--- src/rtl/phy_mgmt_pkg.sv ---
package phy_mgmt_pkg;

  typedef enum logic [1:0] {
    SEL_ADDR = 2'd0,
    SEL_TXD  = 2'd1,
    SEL_CMD  = 2'd2,
    SEL_NONE = 2'd3
  } mgmt_sel_e;

  localparam int CMD_WR_BIT   = 2;
  localparam int CMD_RD_BIT   = 1;
  localparam int CMD_SCAN_BIT = 0;

  localparam int REG_LSB = 8;

  localparam int IDX_CTRL    = 0;
  localparam int IDX_STAT    = 1;
  localparam int IDX_RO_LAST = 3;
  localparam int IDX_PARTNER = 5;

  localparam logic [15:0] LINK_BIT     = 16'h0004;
  localparam logic [15:0] PARTNER_SET  = 16'h01E1;
  localparam logic [15:0] PARTNER_KEEP = 16'h01FF;

  function automatic logic [15:0] reg_default(int idx);
    case (idx)
      0:       return 16'h1000;
      1:       return 16'h7848;
      2:       return 16'h2000;
      3:       return 16'h5C90;
      4:       return 16'h01E1;
      default: return 16'h0000;
    endcase
  endfunction

endpackage

--- src/rtl/phy_reg_file.sv ---
module phy_reg_file
  import phy_mgmt_pkg::*;
#(
  parameter int REG_CNT = 16,
  parameter int ADDR_W  = 5,
  parameter int DATA_W  = 16
) (
  input  logic              clk_i,
  input  logic              rst_ni,
  input  logic              wr_en_i,
  input  logic [ADDR_W-1:0] wr_addr_i,
  input  logic [DATA_W-1:0] wr_data_i,
  input  logic              link_up_i,
  input  logic [ADDR_W-1:0] rd_addr_i,
  output logic [DATA_W-1:0] rd_data_o
);

  localparam int                IDX_W     = $clog2(REG_CNT);
  localparam logic [ADDR_W:0]   REG_LIMIT = (ADDR_W+1)'(REG_CNT);
  localparam logic [ADDR_W-1:0] RO_LAST   = ADDR_W'(IDX_RO_LAST);

  logic [DATA_W-1:0] regs_q [REG_CNT];
  logic [DATA_W-1:0] regs_d [REG_CNT];
  logic              link_q;
  logic              wr_in_range, rd_in_range, soft_rst;

  assign wr_in_range = {1'b0, wr_addr_i} < REG_LIMIT;
  assign rd_in_range = {1'b0, rd_addr_i} < REG_LIMIT;
  assign soft_rst    = wr_en_i && wr_in_range && (wr_addr_i == '0) && wr_data_i[DATA_W-1];

  always_comb begin
    for (int i = 0; i < REG_CNT; i++) regs_d[i] = regs_q[i];
    if (wr_en_i && wr_in_range && !soft_rst) begin
      if (wr_addr_i == '0) regs_d[IDX_CTRL] = wr_data_i;
      else if (wr_addr_i > RO_LAST) regs_d[wr_addr_i[IDX_W-1:0]] = wr_data_i;
    end
    if (soft_rst) begin
      for (int i = 0; i < REG_CNT; i++) regs_d[i] = DATA_W'(reg_default(i));
    end
    // link level is reapplied on every change and after a soft reset
    if (soft_rst || (link_up_i != link_q)) begin
      if (link_up_i) begin
        regs_d[IDX_STAT]    = regs_d[IDX_STAT] | DATA_W'(LINK_BIT);
        regs_d[IDX_PARTNER] = regs_d[IDX_PARTNER] | DATA_W'(PARTNER_SET);
      end else begin
        regs_d[IDX_STAT]    = regs_d[IDX_STAT] & ~DATA_W'(LINK_BIT);
        regs_d[IDX_PARTNER] = regs_d[IDX_PARTNER] & DATA_W'(PARTNER_KEEP);
      end
    end
  end

  always_ff @(posedge clk_i or negedge rst_ni) begin
    if (!rst_ni) begin
      for (int i = 0; i < REG_CNT; i++) regs_q[i] <= DATA_W'(reg_default(i));
      link_q <= 1'b0;
    end else begin
      for (int i = 0; i < REG_CNT; i++) regs_q[i] <= regs_d[i];
      link_q <= link_up_i;
    end
  end

  // next-state read so a same-cycle write is visible
  assign rd_data_o = rd_in_range ? regs_d[rd_addr_i[IDX_W-1:0]] : '0;

endmodule

--- config.mk ---
export PLATFORM = sky130hd
export DESIGN_NAME = phy_reg_file
export DESIGN_NICKNAME = d
export VERILOG_FILES = /design/src/rtl/phy_mgmt_pkg.sv /design/src/rtl/phy_reg_file.sv
export SDC_FILE = /design/constraint.sdc
export NUM_CORES = 1
export LEC_CHECK = 0
export BUFFER_PORTS_ARGS = -buffer_cell sky130_fd_sc_hd__buf_4
export CAP_MARGIN = 30
export CORE_UTILIZATION = 55
export CTS_CLUSTER_DIAMETER = 40
export DETAILED_ROUTE_END_ITERATION = 10
export PLACE_DENSITY = 0.82
export SYNTH_ARGS = -nofsm -noshare
export SYNTH_HDL_FRONTEND = slang
export SYNTH_SLANG_ARGS = --single-unit
--- constraint.sdc ---
create_clock -name clk_i -period 5.4 [get_ports clk_i]
set_input_delay 1.08 -clock clk_i [delete_from_list [all_inputs] [get_ports clk_i]]
set_output_delay 1.08 -clock clk_i [all_outputs]
set_load 0.01 [all_outputs]
# Word level (Yosys, flattened, before mapping)
# Index checks and enable logic that the tools add are counted.
dict set report op_classes {
  n_eq_ne 1
  reduce_logical 8
  bitwise_logic 2
  magnitude_cmp 6
  mux 16
}
# cell count
set ops {}
lappend ops {{$mux 256} 3}
lappend ops {{$bwmux 256} 1}
lappend ops {{$mux 240} 1}
lappend ops {{$mux 16} 7}
lappend ops {{$bmux 16 s4} 1}
lappend ops {{$demux 16 s4} 1}
lappend ops {{$ge 5x5->1 const B} 2}
lappend ops {{$lt 5x5->1 const B} 2}
lappend ops {{$not 4->5} 2}
lappend ops {{$mux 3} 2}
lappend ops {{$gt 5x2->1 const B} 1}
lappend ops {{$logic_and 1x1->1} 5}
lappend ops {{$logic_not 5->1} 1}
lappend ops {{$lt 5x1->1 const B} 1}
lappend ops {{$logic_not 1->1} 1}
lappend ops {{$logic_or 1x1->1} 1}
lappend ops {{$ne 1x1->1} 1}
dict set report totals {
  output_inout_bits 16
  wordCells 50
  regBits 257
  inputBits 30
}

# Longest topological paths before layout
dict set report depth {
  ltp_word 16
  depth_mapped 10
}

# Least setup slack after synthesis
# OpenSTA, ideal clock, no wires.
dict set report synth_timing {
  path_type {input port to output port}
  startpoint {in wr_data_i[15]}
  endpoint {out rd_data_o[6]}
  t_arrival_ps 3240
  stages 8
  setup_slack_ps 1080
  n_path_buf 2
  cell_sequence {clkbuf_1 > or3b_2 > clkbuf_1 > o21ai_0 > o211ai_1 > a21oi_1 > o221ai_1 > a2111oi_0}
}
dict set report synth_via {
  elab_chain_len 11
  word_cells_on_any_way 12
  classes_between {8 x mux; 4 x reduce/logical}
}
# element line_no
set synth_lines {}
lappend synth_lines {{start, declared} phy_reg_file.sv:12} ;# input logic [DATA_W-1:0] wr_data_i,
lappend synth_lines {{$logic_and 1x1->1 (*)} phy_reg_file.sv:29} ;# assign soft_rst = wr_en_i && wr_in_range && (wr_addr_i == '0) && wr_data_i[DATA_W-1];
lappend synth_lines {{$logic_not 1->1} phy_reg_file.sv:33} ;# if (wr_en_i && wr_in_range && !soft_rst) begin
lappend synth_lines {{$logic_and 1x1->1} phy_reg_file.sv:33}
lappend synth_lines {{$mux 256} phy_reg_file.sv:33}
lappend synth_lines {{$mux 256} phy_reg_file.sv:37} ;# if (soft_rst) begin
lappend synth_lines {{$mux 16} phy_reg_file.sv:42} ;# if (link_up_i) begin
lappend synth_lines {{$mux 16} phy_reg_file.sv:41} ;# if (soft_rst || (link_up_i != link_q)) begin
lappend synth_lines {{$bmux 16 s4 (*)} phy_reg_file.sv:63} ;# assign rd_data_o = rd_in_range ? regs_d[rd_addr_i[IDX_W-1:0]] : '0;
lappend synth_lines {{$mux 16 (implied by the code) (*) (2 in series)} phy_reg_file.sv:63}
lappend synth_lines {{$mux 16 (*)} phy_reg_file.sv:63}
lappend synth_lines {{end, declared} phy_reg_file.sv:15} ;# output logic [DATA_W-1:0] rd_data_o
# Mark *: on every way between the ends. The rest lies on a longest branch, timed or not. The select of a mux whose other input is x is not followed.

# Worst setup path after layout
dict set report layout_timing {
  startpoint {in wr_addr_i[1]}
  endpoint {out rd_data_o[6]}
}
dict set report layout_via {
  elab_chain_len 16
  word_cells_on_any_way 27
  classes_between {4 x order compare; 14 x mux; 1 x bitwise; 8 x reduce/logical}
}
# element line_no
set layout_lines {}
lappend layout_lines {{start, declared} phy_reg_file.sv:11} ;# input logic [ADDR_W-1:0] wr_addr_i,
lappend layout_lines {{$not 4->5 (implied by the code)} phy_reg_file.sv:35} ;# else if (wr_addr_i > RO_LAST) regs_d[wr_addr_i[IDX_W-1:0]] = wr_data_i;
lappend layout_lines {{$ge 5x5->1 (implied by the code) or $lt 5x1->1 (tied branches)} phy_reg_file.sv:35}
lappend layout_lines {{$logic_and 1x1->1 (implied by the code)} phy_reg_file.sv:35}
lappend layout_lines {{$mux 16 (implied by the code)} phy_reg_file.sv:35}
lappend layout_lines {{$demux 16 s4} phy_reg_file.sv:35}
lappend layout_lines {{$bwmux 256} phy_reg_file.sv:35}
lappend layout_lines {{$mux 256} phy_reg_file.sv:35}
lappend layout_lines {{$mux 240} phy_reg_file.sv:34} ;# if (wr_addr_i == '0) regs_d[IDX_CTRL] = wr_data_i;
lappend layout_lines {{$mux 256} phy_reg_file.sv:33}
lappend layout_lines {{$mux 256} phy_reg_file.sv:37}
lappend layout_lines {{$mux 16} phy_reg_file.sv:42}
lappend layout_lines {{$mux 16} phy_reg_file.sv:41}
lappend layout_lines {{$bmux 16 s4 (*)} phy_reg_file.sv:63}
lappend layout_lines {{$mux 16 (implied by the code) (*) (2 in series)} phy_reg_file.sv:63}
lappend layout_lines {{$mux 16 (*)} phy_reg_file.sv:63}
# Marked as above.

==> flow_metrics.env <==
export IMPL_outcome="finished with violations"
export IMPL_violations="negative setup slack"
export IMPL_clock_path_buffers=3
export IMPL_maxSlewHeadroom=0.2693
export IMPL_hpwl_mm=31.99
export IMPL_synth_cell_area_um2=13080
export IMPL_start_util=0.5588
export IMPL_hold_viol=0
export IMPL_drc=0
export IMPL_regArea_um2=6455
export IMPL_io_pins=46
export IMPL_drt_iter0_markers=2127
export IMPL_synth_seq_cells=257
export IMPL_fin_nets=1466
export IMPL_antenna_left=0
export IMPL_syn_inst=1388
export IMPL_htree_levels=2
export IMPL_ir_drop_mv=0.2455
export IMPL_period_minus_slack_ns=5.418
export IMPL_rsz0062_at_grt="no"
export IMPL_hold_ws_ns=0.4655
export IMPL_grt_max_degree=113
export IMPL_synth_edf_count=0
export IMPL_p_leak_nw=7.137
export IMPL_n_fill_cell=1824
export IMPL_path_clk_slew_ns=0.06
export IMPL_drive_gt1_frac=0.1855
export IMPL_timing_final_ws_setup_ns=-0.01789
export IMPL_grt_pass1_vias=11940
export IMPL_routedWlPerCell_um=27.14
export IMPL_track_usage=0.4053
export IMPL_die_h_um=156.2
export IMPL_cp_required_ns=4.32
export IMPL_cts_made_buffers=40
export IMPL_worstPathArrival_ns=4.34
export IMPL_async_reset_ff_frac=1.000
export IMPL_period_share=1.003
export IMPL_p_total_w=0.005938
export IMPL_fmax_mhz=184.6
export IMPL_yosysWarningCount=0
export IMPL_power_density_nw_per_um2=383.7
export IMPL_clkSinkCount=257
export IMPL_tritoncts="yes"
export IMPL_antenna_found_initial=0
export IMPL_first_pass_iters=9
export IMPL_cp_max_fo=17
export IMPL_cts_resized=0
export IMPL_port_buffers=45
export IMPL_finalMaxSlewViolations=0
export IMPL_rows=56
export IMPL_synth_area_leaders="dfrtp_1, mux2i_1, a21oi_1"
export IMPL_grt_pass1_wl_mm=73.05
export IMPL_synth_top_area_cell="dfrtp_1"
export IMPL_startpoint_type="primary input"
export IMPL_postCtsSetupBuffers=0
export IMPL_hold_path_class="flip-flop to flip-flop"
export IMPL_area_growth_syn_to_layout_pct=18.37
export IMPL_yosysSeqAreaShare=0.4936
export IMPL_clock_latency_ns=0.52
export IMPL_root_buffer="clkbuf_16"
export IMPL_ys_types=78
export IMPL_synth_main_ff_cell="dfrtp_1"
export IMPL_grt_ovfl_total=0
export IMPL_multi_input_area_um2=6073
export IMPL_setup_viol=1
export IMPL_vias_per_cell=7.013
export IMPL_core_area_um2=23400
export IMPL_cp_end_kind="output pin"
export IMPL_routed_wl_mm=48.47
export IMPL_syn_area_per_cell_um2=9.421
export IMPL_max_cap_violations=0
export IMPL_die_w_um=156.2
export IMPL_yosysMostFrequentCell="dfrtp_1"
export IMPL_vias=12530
export IMPL_synth_fp_nets=1418
export IMPL_synth_top_area_share=0.4555
export IMPL_setup_worst_path_class="primary input to output pin"
export IMPL_dieArea_um2=24400
export IMPL_fin_skew_ns=0.01444
export IMPL_hold_buffers=0
export IMPL_synth_commonest_cells="dfrtp_1, nor2_1, a21oi_1, nand2_1, clkbuf_1"
export IMPL_tightest_slew_ns=1.089
export IMPL_gp_congestion=1.027
## layout by cell type, fill, tap and decap left out, drive strengths merged, types with 35 or more instances in the layout
master,count
o22ai,35
nand2,110
mux2i,82
dfrtp,238
o21ai,85
nor2b,39
buf,134
nor2,144
clkbuf,51
nand3,55
a21oi,110
## report_power, final
| group | total, W | internal [W] | switching [W] |
|---|---|---|---|
| clock network | 0.00266 | 0.00170 | 0.000954 |
| registers | 0.00237 | 0.00224 | 0.000131 |
| logic | 0.000911 | 0.000344 | 0.000567 |
| total | 0.00594 | 0.00429 | 0.00165 |
## state kept, by name (all words and copies together), names as in the netlist
register,flops
link_q,1
regs_q,256
## layout make-up
class / instances / share of cell area
Clock buffer: 51 / 0.07388
Timing Repair Buffer: 134 / 0.06790
Clock inverter: 21 / 0.01633
Tap cell: 319 / 0.02579
Inverter: 27 / 0.006548
Sequential cell: 257 / 0.4170
Antenna cell: 1 / 0.0001617
Multi-Input combinational cell: 976 / 0.3924
## per-stage QoR
| stage | cells | setup TNS [ns] | setup slack, ns | area [um^2] | util |
|---|---|---|---|---|---|
| after floorplan | 1388 | 0 | 1.080 | 13080 | - |
| after global placement | 1713 | 0 | 0.2742 | 14080 | 0.6016 |
| after detailed placement | 1713 | 0 | 0.3149 | 14080 | 0.6016 |
| after CTS | 1785 | 0 | 0.2951 | 15480 | 0.6613 |
| after global routing | 1785 | 0 | 0.04522 | 15480 | 0.6613 |
| final | 1786 | -0.01789 | -0.01789 | 15480 | 0.6614 |
## worst max-delay path: stages
cell and delay, ns:
buf_4 0.19, nand2_1 0.60, o21ai_1 0.66, o22ai_1 0.17, nor3_1 0.28, nor3b_1 0.09
a2111oi_0 0.90, buf_4 0.23, buf_4 0.11
## logic make-up after synthesis
group | after synthesis | synth area share
mux | 90 | 0.07052
compound gates | 427 | 0.2195
simple gates | 456 | 0.1682
xor+xnor | 3 | 0.002010
buf+inv | 155 | 0.04612
flops | 257 | 0.4936
## routing by layer
metal / vias up / track usage / share of wire
li1: 5149 / - / -
met2: 1094 / 0.5678 / 0.41
met5: - / 0 / 0
met3: 262 / 0.1092 / 0.14
met4: 0 / 0.2633 / 0.073
met1: 6021 / 0.5524 / 0.38
## path summary, 6_finish.rpt
check | startpoint | end | slack [ns] | cells after the start
setup / recovery | wr_addr_i[1] | rd_data_o[6] | -0.02 | 9
hold / removal | regs_q[205] | regs_q[205] | 0.47 | 2
setup reg to reg | link_q | regs_q[167] | 4.24 | 3
hold reg to reg | regs_q[205] | regs_q[205] | 0.47 | 2
max in group asynchronous | rst_ni | regs_q[251] | 3.57 | 2
min in group asynchronous | rst_ni | regs_q[16] | 0.58 | 1
Power figures use the tool's default switching activity.
